==> config.mk <==
export PLATFORM = sky130hd
export DESIGN_NAME = trap_pick
export DESIGN_NICKNAME = d
export VERILOG_FILES = /design/src/rtl/trap_pick.sv
export SDC_FILE = /design/constraint.sdc
export NUM_CORES = 1
export LEC_CHECK = 0
export ABC_CLOCK_PERIOD_IN_PS = 2450
export BUFFER_PORTS_ARGS = -buffer_cell sky130_fd_sc_hd__buf_2
export CAP_MARGIN = 10
export CORE_AREA = 2 2 51 53
export CTS_CLUSTER_SIZE = 10
export DETAILED_ROUTE_END_ITERATION = 7
export DIE_AREA = 0 0 53 55
export GPL_ROUTABILITY_DRIVEN = 0
export MAX_ROUTING_LAYER = met4
export PLACE_DENSITY = 0.79
export SYNTH_ARGS = -nofsm -noshare
export SYNTH_HDL_FRONTEND = slang
export SYNTH_SLANG_ARGS = --single-unit
==> constraint.sdc <==
create_clock -name clk -period 2.45 [get_ports clk]
set_input_delay 0.1225 -clock clk [delete_from_list [all_inputs] [get_ports clk]]
set_output_delay 0.1225 -clock clk [all_outputs]
set_load 0.02 [all_outputs]
==> src/rtl/trap_pick.sv <==
module trap_pick (
  input  logic        clk,
  input  logic        rst_n,
  input  logic [18:0] trap_raise,
  input  logic        select,
  input  logic        traps_en,
  input  logic        reset_trap,
  input  logic [6:0]  sw_num,
  output logic        tt_valid,
  output logic [7:0]  tt_code,
  output logic        reset_taken,
  output logic        err_mode,
  output logic        exec_mode,
  output logic [18:0] pending
);
  localparam int NT = 19;
  localparam int SW = NT - 1;

  function automatic logic [7:0] level_code(input int idx);
    case (idx)
      0:  return 8'h2B;
      1:  return 8'h21;
      2:  return 8'h20;
      3:  return 8'h01;
      4:  return 8'h03;
      5:  return 8'h02;
      6:  return 8'h04;
      7:  return 8'h24;
      8:  return 8'h25;
      9:  return 8'h05;
      10: return 8'h06;
      11: return 8'h07;
      12: return 8'h08;
      13: return 8'h28;
      14: return 8'h29;
      15: return 8'h09;
      16: return 8'h0A;
      17: return 8'h2A;
      default: return 8'h00;
    endcase
  endfunction

  logic any_pend, take, fault;

  assign any_pend    = |pending;
  assign take        = select & ~reset_trap & ~err_mode & any_pend;
  assign tt_valid    = take & traps_en;
  assign fault       = take & ~traps_en;
  assign reset_taken = select & reset_trap;
  assign exec_mode   = ~err_mode;

  always_comb begin
    tt_code = 8'h00;
    for (int i = NT - 1; i >= 0; i--)
      if (pending[i])
        tt_code = (i == SW) ? {1'b1, sw_num} : level_code(i);
  end

  always_ff @(posedge clk or negedge rst_n) begin
    if (!rst_n) begin
      pending  <= '0;
      err_mode <= 1'b0;
    end else begin
      pending <= select ? trap_raise : (pending | trap_raise);
      if (fault) err_mode <= 1'b1;
    end
  end

  a_r2_accumulate: assert property (@(posedge clk) disable iff (!rst_n)
    !select |=> pending == ($past(pending) | $past(trap_raise)));
  a_r3_clear_on_select: assert property (@(posedge clk) disable iff (!rst_n)
    select |=> pending == $past(trap_raise));
  a_r6_reset_bypass: assert property (@(posedge clk) disable iff (!rst_n)
    (select && reset_trap) |-> (!tt_valid && reset_taken));
  a_r7_error_entry: assert property (@(posedge clk) disable iff (!rst_n)
    (select && !reset_trap && !traps_en && any_pend) |=> (err_mode && !exec_mode));
  a_r9_sticky: assert property (@(posedge clk) disable iff (!rst_n)
    err_mode |=> err_mode);
  a_r9_no_code: assert property (@(posedge clk) disable iff (!rst_n)
    err_mode |-> !tt_valid);
  a_r4_strobe_needs_work: assert property (@(posedge clk) disable iff (!rst_n)
    tt_valid |-> (select && $countones(pending) > 0));
endmodule

After elaboration in Yosys (flattened, before gate mapping)
Cells that the tools add are included.
W data, S select, Z words.
- bits of input ports: 31
- memories kept: 0
- ROM bits: 0
- RAM bits: 0
- bits in latches: 0
- output and inout bits: 31
- register bits after elaboration: 20
- shift-type cells: 0
- $add $sub $neg: 0
- order comparisons: 0
- multipliers: 0
- equal/unequal tests: 0
- divide/modulo/power cells: 0
- bitwise gates (word level): 10
- mux-type cells: 20
- reduce and logical (&&, ||, !) cells: 1
- operator list (kind ; number):
    $mux W8 ; 19
    $mux W19 ; 1
    $or A19 B19 Y19 ; 1
    $reduce_or A19 Y1 ; 1
    $and A1 B1 Y1 ; 6
    $not A1 Y1 ; 3

Logic depth before layout (Yosys ltp)
Gate-level depths: netlist of run 1.
- word-level depth: 19
- depth in mapped cells: 4
- depth with buffers taken out: 3

Least setup slack after synthesis of run 1
Ideal clock, no wire load.
- kind: reg-to-output
- from: reg pending[15]
- to: out tt_code[4]
- path slack: 0.739 ns
- stages on the path, launching flop included: 4
- arrival: 1.589 ns
- required time: 2.328 ns
- cells stage by stage: dfrtp_1 > nor4_2 > nand3_1 > nor3_1
- cells in the longest elaborated chain, start to end: 16
- ends and longest elaborated chain (item ; RTL line ; text):
    start: declaration ; 14 ; output logic [18:0] pending
    start signal: assignment ; 64 ; pending <= select ? trap_raise : (pending | trap_raise);
    $mux W8 (16 in a row) ; 55 ; if (pending[i])
    end: declaration ; 10 ; output logic [7:0] tt_code,
No other way between the ends.

Final worst setup path of run 1
- from: reg pending[18]
- to: out tt_code[1]
- cells in the longest elaborated chain, start to end: 19
- ends and longest elaborated chain (item ; RTL line):
    $mux W8 (19 in a row) ; 55
No other way between the ends.

==> summary.md, run 1 <==
| Metric | Value |
|---|---|
| Final Hold Viols | `1` |
| Status | `complete, but fails checks` |
| Final period util | `82.4%` |
| Pleak | `0.000692 µW` |
| Mapped cell area | `1000 µm²` |
| Synth Warn # | `0` |
| Fmax | `496 MHz` |
| TritonCTS clock tree | `built` |
| Kind of end point of the critical path | `output pin` |
| Min Tclk post-route | `2.02 ns` |
| Final nets | `197` |
| Least-Margin Pin Slew | `0.602 ns` |
| Top cell type's share of synthesized area | `49.8%` |
| Commonest cells post-synth | `dfrtp_1 (20), a21o_1 (18), nor2_1 (6), nor3_1 (6), inv_1 (5)` |
| Synthesized netlist cell count | `96` |
| Mux share of post-synthesis cell area | `0%` |
| Area grow syn2layout | `42.1%` |
| Critical Path AT | `1.90 ns` |
| Worst hold slack | `-0.00157 ns` |
| Setup TNS | `0 ns` |
| Psw | `205 µW` |
| Sequential fraction of the synthesis area | `49.8%` |
| Failing checks | `negative hold slack` |
| Core box area | `2360 µm²` |
| Root Buffer | `clkbuf_4` |
| Drt via density | `5.41` |
| P per Cell Area | `474 nW/µm²` |
| Asr flop ratio synth | `100%` |
| Avg WL per Cell | `13.5 µm` |
| Worst-path cell chain | `a211o_1 > a211o_1 > a311o_1 > buf_2` |
| CTS H-tree lvls | `1` |
| First-pass GRT wire length | `4010 µm` |
| Worst EP required | `2.33 ns` |
| Initial DRC count | `25` |
| CP peak stage delay | `0.49 ns` |
| Inserted Clock Buffers | `3` |
| Clock sinks | `20` |
| Dominant cell by count in the synthesized netlist | `dfrtp_1` |
| Syn Nets | `127` |
| DRC | `0` |
| Clk network pwr share | `22.0%` |
| First-pass detailed-route iteration total | `6` |
| Final non-filler cell area | `1430 µm²` |
| Synth cell types | `31` |
| Max-slew headroom | `59.8%` |
| Synth Area in Simple Gates | `19.8%` |
| Syn_area_per_cell | `10.5 µm²` |
| Die area | `2920 µm²` |
| Vias in the first global route | `922` |
| Worst path most repeated cell | `a211o_1` |
| CP max FO | `10` |
| Post-Synth Adder-Cell Area | `0%` |
| Setup violators final | `0` |
| # Max-Cap Violations | `0` |
| Flop pwr share | `57.4%` |
| Peak supply drop | `0.000396 V` |
| Main combinational cell family by area after synthesis | `compound AO/OA/AOI/OAI gates` |
| Vias | `1050` |
| Hold Crit Class | `in -> reg` |
| Largest net degree at the start of global routing | `22` |
| Longest Clk Path Bufs | `2` |
| Crit start category | `flop` |
| Slew Viols, Final | `0` |
| Starting Density | `42.5%` |
| Setup Skew | `0.00166 ns` |
| Final WL | `2630 µm` |
| Die H | `55 µm` |
| Number of port buffers | `61` |
| ANT cells | `0` |
| I/O pins | `62` |
| Post-synth EDFFs | `0` |
| Std-Cell Rows | `18` |
| Clock transition at path regs | `0.10 ns` |
| Largest cells by area after synthesis | `dfrtp_1 (50%), a21o_1 (13%), nor3_1 (3.0%)` |
| Post-Place Cell Area | `1330 µm²` |
| Pint | `473 µW` |
| Most used DFF post-synth | `dfrtp_1` |
| Comb pwr share | `20.6%` |
| Compound-Gate Fraction of Synth Area | `26.3%` |
| Switching Share | `30.2%` |
| Die width | `53 µm` |
| Seq cells post-synth | `20` |
| XOR/XNOR Fraction of Synth Area | `0%` |
| CP max-delay cell | `dfrtp_1` |
| Initial antenna violation count | `0` |
| Worst skew pair latency | `0.29 ns` |
| RSZ-0062 raised after global routing | `no` |
| R2R cell count | `3` |
| Yosys top cell by area | `dfrtp_1` |
| Total track usage | `19.4%` |
| Remaining antenna violation count | `0` |
| HPWL Detailed | `1980 µm` |
| Total gr overflow | `0` |
| Worst Hold Depth | `2` |
| Crit Path Category | `reg -> out` |
| Share of layout cells above drive strength 1 | `42.1%` |
routing by layer:
metal | routed length (µm) | GRT usage [%] | vias up
li1 | - | - | 506
met1 | 1110 | 25.1 | 490
met2 | 1300 | 32.7 | 50
met3 | 181 | 1.61 | 4
met4 | 27 | 6.41 | 0
met5 | 0 | - | -
cells by family (layout without fill, tap and decap cells):
group | Yosys count | in the layout
compound gates | 34 | 34
flops | 20 | 20
simple gates | 33 | 33
buf+inv | 9 | 77
final cells by class:
class	instances	area, µm²
clock buffers	3	22.5
fillers	207	937
inverters	5	18.8
multi-input cells	67	463
flip-flops and latches	20	500
well taps	30	37.5
repair buffers	69	385
critical path, delay by kind of cell (launching register included):
| family | cells | cell delay, ns |
|---|---|---|
| flops | 1 | 0.49 |
| buf+inv | 1 | 0.16 |
| compound gates | 3 | 0.95 |
sequential cells by signal, summed over array words and instances, names as in the netlist:
register  cells
err_mode      1
pending      19
power by group through the flow:
stage	logic, µW	registers, µW	clock network, µW
floorplan	47.9	411	0
global placement	129	392	0
detailed placement	131	395	0
CTS	139	388	152
global route	153	393	165
finish	140	389	149
path summary, 6_finish.rpt:
| path | startpoint | end | slack, ns |
|---|---|---|---|
| min | trap_raise[1] | pending[1] | -0.002 |
| max in group asynchronous | rst_n | pending[6] | 1.85 |
| min reg2reg | err_mode | err_mode | 0.58 |
| max reg2reg | pending[9] | err_mode | 0.88 |
| max | pending[18] | tt_code[1] | 0.43 |
| min in group asynchronous | rst_n | pending[18] | 0.29 |
timing repair:
action | CTS | global route
endpoints found under the hold margin | 25 | 2
resized for setup | 0 | 0
hold buffers | 6 | 2
setup buffers | 0 | 0
per-stage QoR:
| stage | power [µW] | cells | setup slack, ns | utilization, % |
|---|---|---|---|---|
| floorplan | 459 | 96 | 0.739 | - |
| global placement | 521 | 183 | 0.794 | 56.0 |
| detailed placement | 526 | 183 | 0.777 | 56.0 |
| CTS | 679 | 192 | 0.439 | 59.5 |
| global route | 710 | 194 | 0.279 | 60.4 |
| finish | 677 | 194 | 0.432 | 60.4 |
cells in the final DEF, fill, tap and decap left out, types with 2 or more instances in the layout:
cell type,Yosys,routed
a211o_1,2,2
nand2_1,3,3
dlygate4sd3_1,0,8
dfrtp_1,20,20
buf_2,0,61
clkbuf_4,0,3
o31ai_1,2,2
or4_1,2,2
nor2_1,6,6
nor4_1,3,3
nand4_1,2,2
a21oi_1,3,3
nor3_1,6,6
inv_1,5,5
a21o_1,18,18
nor4_2,2,2
nand3_1,2,2
and2_1,2,2
No activity file was read; power rests on OpenSTA's default activity.
==> run 2, diff against run 1 <==
Settings changed: ABC_CLOCK_PERIOD_IN_PS 2450 to 1750, CORE_AREA 2 2 51 53 to 2 2 55 57, DIE_AREA 0 0 53 55 to 0 0 57 59, PLACE_DENSITY 0.79 to 0.71.
Clock period 2.45 ns to 1.75 ns, I/O delays scaled along.
==> run 2 against run 1 <==
  * First-iteration DRC count grew 130%
  * Register-to-register slack lost 0.65 ns
  * The flow finishes with violations (negative setup slack)
  * Non-clock buffer count grew 31
==> summary.md, run 2 (synthesis gave the netlist of run 1 again) <==
| Metric | Value |
|---|---|
| Remaining antenna violation count | `0 (unchanged)` |
| ANT cells | `0 (unchanged)` |
| Multi-input combinational cell area | `581 µm² (was 463 µm²)` |
| Register area | `512 µm² (was 500 µm²)` |
| Largest Register | `pending (unchanged)` |
| Worst hold slack | `0.0742 ns (was -0.00157 ns)` |
| First-pass GRT wire length | `5480 µm (was 4010 µm)` |
| TritonCTS clock tree | `built (unchanged)` |
| Layout Cells excl Fill | `227 (was 194)` |
| Least-Margin Pin Slew | `0.441 ns (was 0.602 ns)` |
| Vias | `1241 (was 1050)` |
| Worst path top cell family by delay | `compound AO/OA/AOI/OAI gates (unchanged)` |
| Starting Density | `37.1% (was 42.5%)` |
| Fmax | `539 MHz` |
| Status | `complete, but fails checks (unchanged)` |
| Number of port buffers | `61 (unchanged)` |
| Reg-to-Reg End | `err_mode (unchanged)` |
| Die area | `3360 µm² (was 2920 µm²)` |
| Initial antenna violation count | `0 (unchanged)` |
| Total track usage | `22.2% (was 19.4%)` |
| Clock sinks | `20 (unchanged)` |
| Levels on crit path | `4 (unchanged)` |
| Max-slew headroom | `70.6% (was 59.8%)` |
| Total gr overflow | `0 (unchanged)` |
| # Max-Cap Violations | `0 (unchanged)` |
| CP max-delay cell | `dfrtp_1 (unchanged)` |
| Die width | `57 µm (was 53 µm)` |
| Commonest non-fill, non-tap cell in the layout | `buf_2 (unchanged)` |
| Share of layout cells above drive strength 1 | `56.6% (was 42.1%)` |
| RSZ-0062 raised after global routing | `yes (was no)` |
| Worst EP required | `1.66 ns (was 2.33 ns)` |
| CP peak stage delay | `0.42 ns (was 0.49 ns)` |
| Worst path most repeated cell | `a211o_1 (unchanged)` |
| CTS H-tree lvls | `1 (unchanged)` |
| CP Buf/Inv Count | `1 (unchanged)` |
| Clock transition at path regs | `0.11 ns (was 0.10 ns)` |
| Setup Skew | `0.00488 ns (was 0.00166 ns)` |
| Inserted Clock Buffers | `3 (unchanged)` |
| Core box area | `2710 µm² (was 2360 µm²)` |
| Final Hold Viols | `0 (was 1)` |
| Top flop regs | `pending x19, err_mode x1 (unchanged)` |
| Critical path destination | `tt_code[1] (unchanged)` |
| Pre-CTS worst setup slack | `0.0849 ns (was 0.777 ns)` |
| First-pass detailed-route iteration total | `4 (was 6)` |
| Root Buffer | `clkbuf_4 (unchanged)` |
| Critical Path AT | `1.77 ns (was 1.90 ns)` |
| Critical path origin | `pending[18] (unchanged)` |
| Most frequent cells in the layout | `buf_2 (55), buf_4 (21), dlygate4sd3_1 (20) (was buf_2 (61), dfrtp_1 (20), a21o_1 (18))` |
| Crit start category | `flop (unchanged)` |
| Final nets | `228 (was 197)` |
| HPWL Detailed | `2250 µm (was 1980 µm)` |
| Std-Cell Rows | `19 (was 18)` |
| Min Tclk post-route | `1.86 ns` |
| Worst skew pair latency | `0.30 ns (was 0.29 ns)` |
| Setup ws final | `-0.106 ns (was 0.432 ns)` |
| Crit Path Category | `reg -> out (unchanged)` |
| Pleak | `0.000881 µW (was 0.000692 µW)` |
| Worst-path cell chain | `a211o_1 > a211o_1 > a311o_1 > buf_6 (was a211o_1 > a211o_1 > a311o_1 > buf_2)` |
| Largest net degree at the start of global routing | `21 (was 22)` |
| P per Cell Area | `595 nW/µm² (was 474 nW/µm²)` |
| Final period util | `106%` |
| Area grow syn2layout | `85.6% (was 42.1%)` |
| Worst reg2reg setup slack | `0.23 ns (was 0.88 ns)` |
| Slew Viols, Final | `0 (unchanged)` |
| Initial DRC count | `58 (was 25)` |
| Drt via density | `5.47 (was 5.41)` |
| Kind of end point of the critical path | `output pin (unchanged)` |
| Final WL | `3660 µm (was 2630 µm)` |
| Vias in the first global route | `1212 (was 922)` |
| Hold Crit Class | `in -> reg (unchanged)` |
| Setup violators final | `7 (was 0)` |
| Max reg flops | `19 (unchanged)` |
| Avg WL per Cell | `16.1 µm (was 13.5 µm)` |
| I/O pins | `62 (unchanged)` |
| Reg-to-Reg Start | `pending[5] (was pending[9])` |
| DRC | `0 (unchanged)` |
| Failing checks | `negative setup slack (was negative hold slack)` |
| R2R cell count | `4 (was 3)` |
| Die H | `59 µm (was 55 µm)` |
| Longest Clk Path Bufs | `2 (unchanged)` |
| Peak supply drop | `0.000764 V (was 0.000396 V)` |
| CP max FO | `2 (was 10)` |
| Fill cells | `218 (was 207)` |
| Placed Cells | `188 (was 183)` |
## run 2: cell count changes in the layout (fill, tap and decap cells not counted), moves of 4 or more
cell           previous run  this run
nor3_1                    6         2
buf_6                     0         4
buf_2                    61        55
dfrtp_2                   0         9
dfrtp_1                  20        11
dlygate4sd3_1             8        20
buf_4                     0        21
## run 2: per-stage QoR
stage	cell area (µm²)	TNS [ns]	util (%)	total power, µW
after floorplan	1000	0	-	642
after global placement	1360	0	50.0	740
after detailed placement	1360	0	50.0	748
after CTS	1750	-0.250	64.6	1090
after global routing	1860	-1.10	68.8	1170
final	1860	-0.312	68.8	1110
## run 2: layout make-up
cell class                 instances  share of cell area [%]
timing repair buffer             100                    36.4
sequential                        20                    27.4
inverter                           5                    1.01
multi-input combinational         67                    31.1
tap                               31                    2.08
clock buffer                       4                    1.95
## run 2: report_power, final
part | leakage (µW) | total, µW | internal [µW] | switching (µW)
clock | 0.0000210 | 265 | 127 | 138
sequential | 0.000206 | 546 | 494 | 52.1
combinational | 0.000654 | 297 | 150 | 147
## run 2: worst min-delay path by stage
stage                  endpoint  depth (start not counted)  slack [ns]     start
floorplan              err_mode                          0       -0.21     rst_n
CTS                    err_mode                          3        0.08  traps_en
global route           err_mode                          3        0.08  traps_en
finish                 err_mode                          3        0.07  traps_en
detailed placement   pending[0]                          1        0.06     rst_n
global placement    pending[18]                          1        0.05     rst_n
## run 2: metal layers
layer | vias up | wire [µm] | GRT usage, % | part of all wire (%)
met5 | - | 0 | - | 0
met4 | 0 | 108 | 9.97 | 3.0
met3 | 11 | 192 | 3.49 | 5.2
met2 | 49 | 1930 | 39.6 | 53
met1 | 612 | 1430 | 24.6 | 39
li1 | 569 | - | - | -
## run 2: timing repair
item | 4_1_cts | 5_1_grt
pin swaps | 8 | 7
gates resized for setup | 20 | 19
buffers inserted | 12 | 4
endpoints found under the hold margin | 39 | 0
endpoints found under the setup margin | 8 | 9
hold buffers | 20 | 0
## run 2: tightest hold or removal path, stage by stage
cell and delay [ns]:
buf_2 0.09, o31ai_1 0.06, o41a_1 0.11
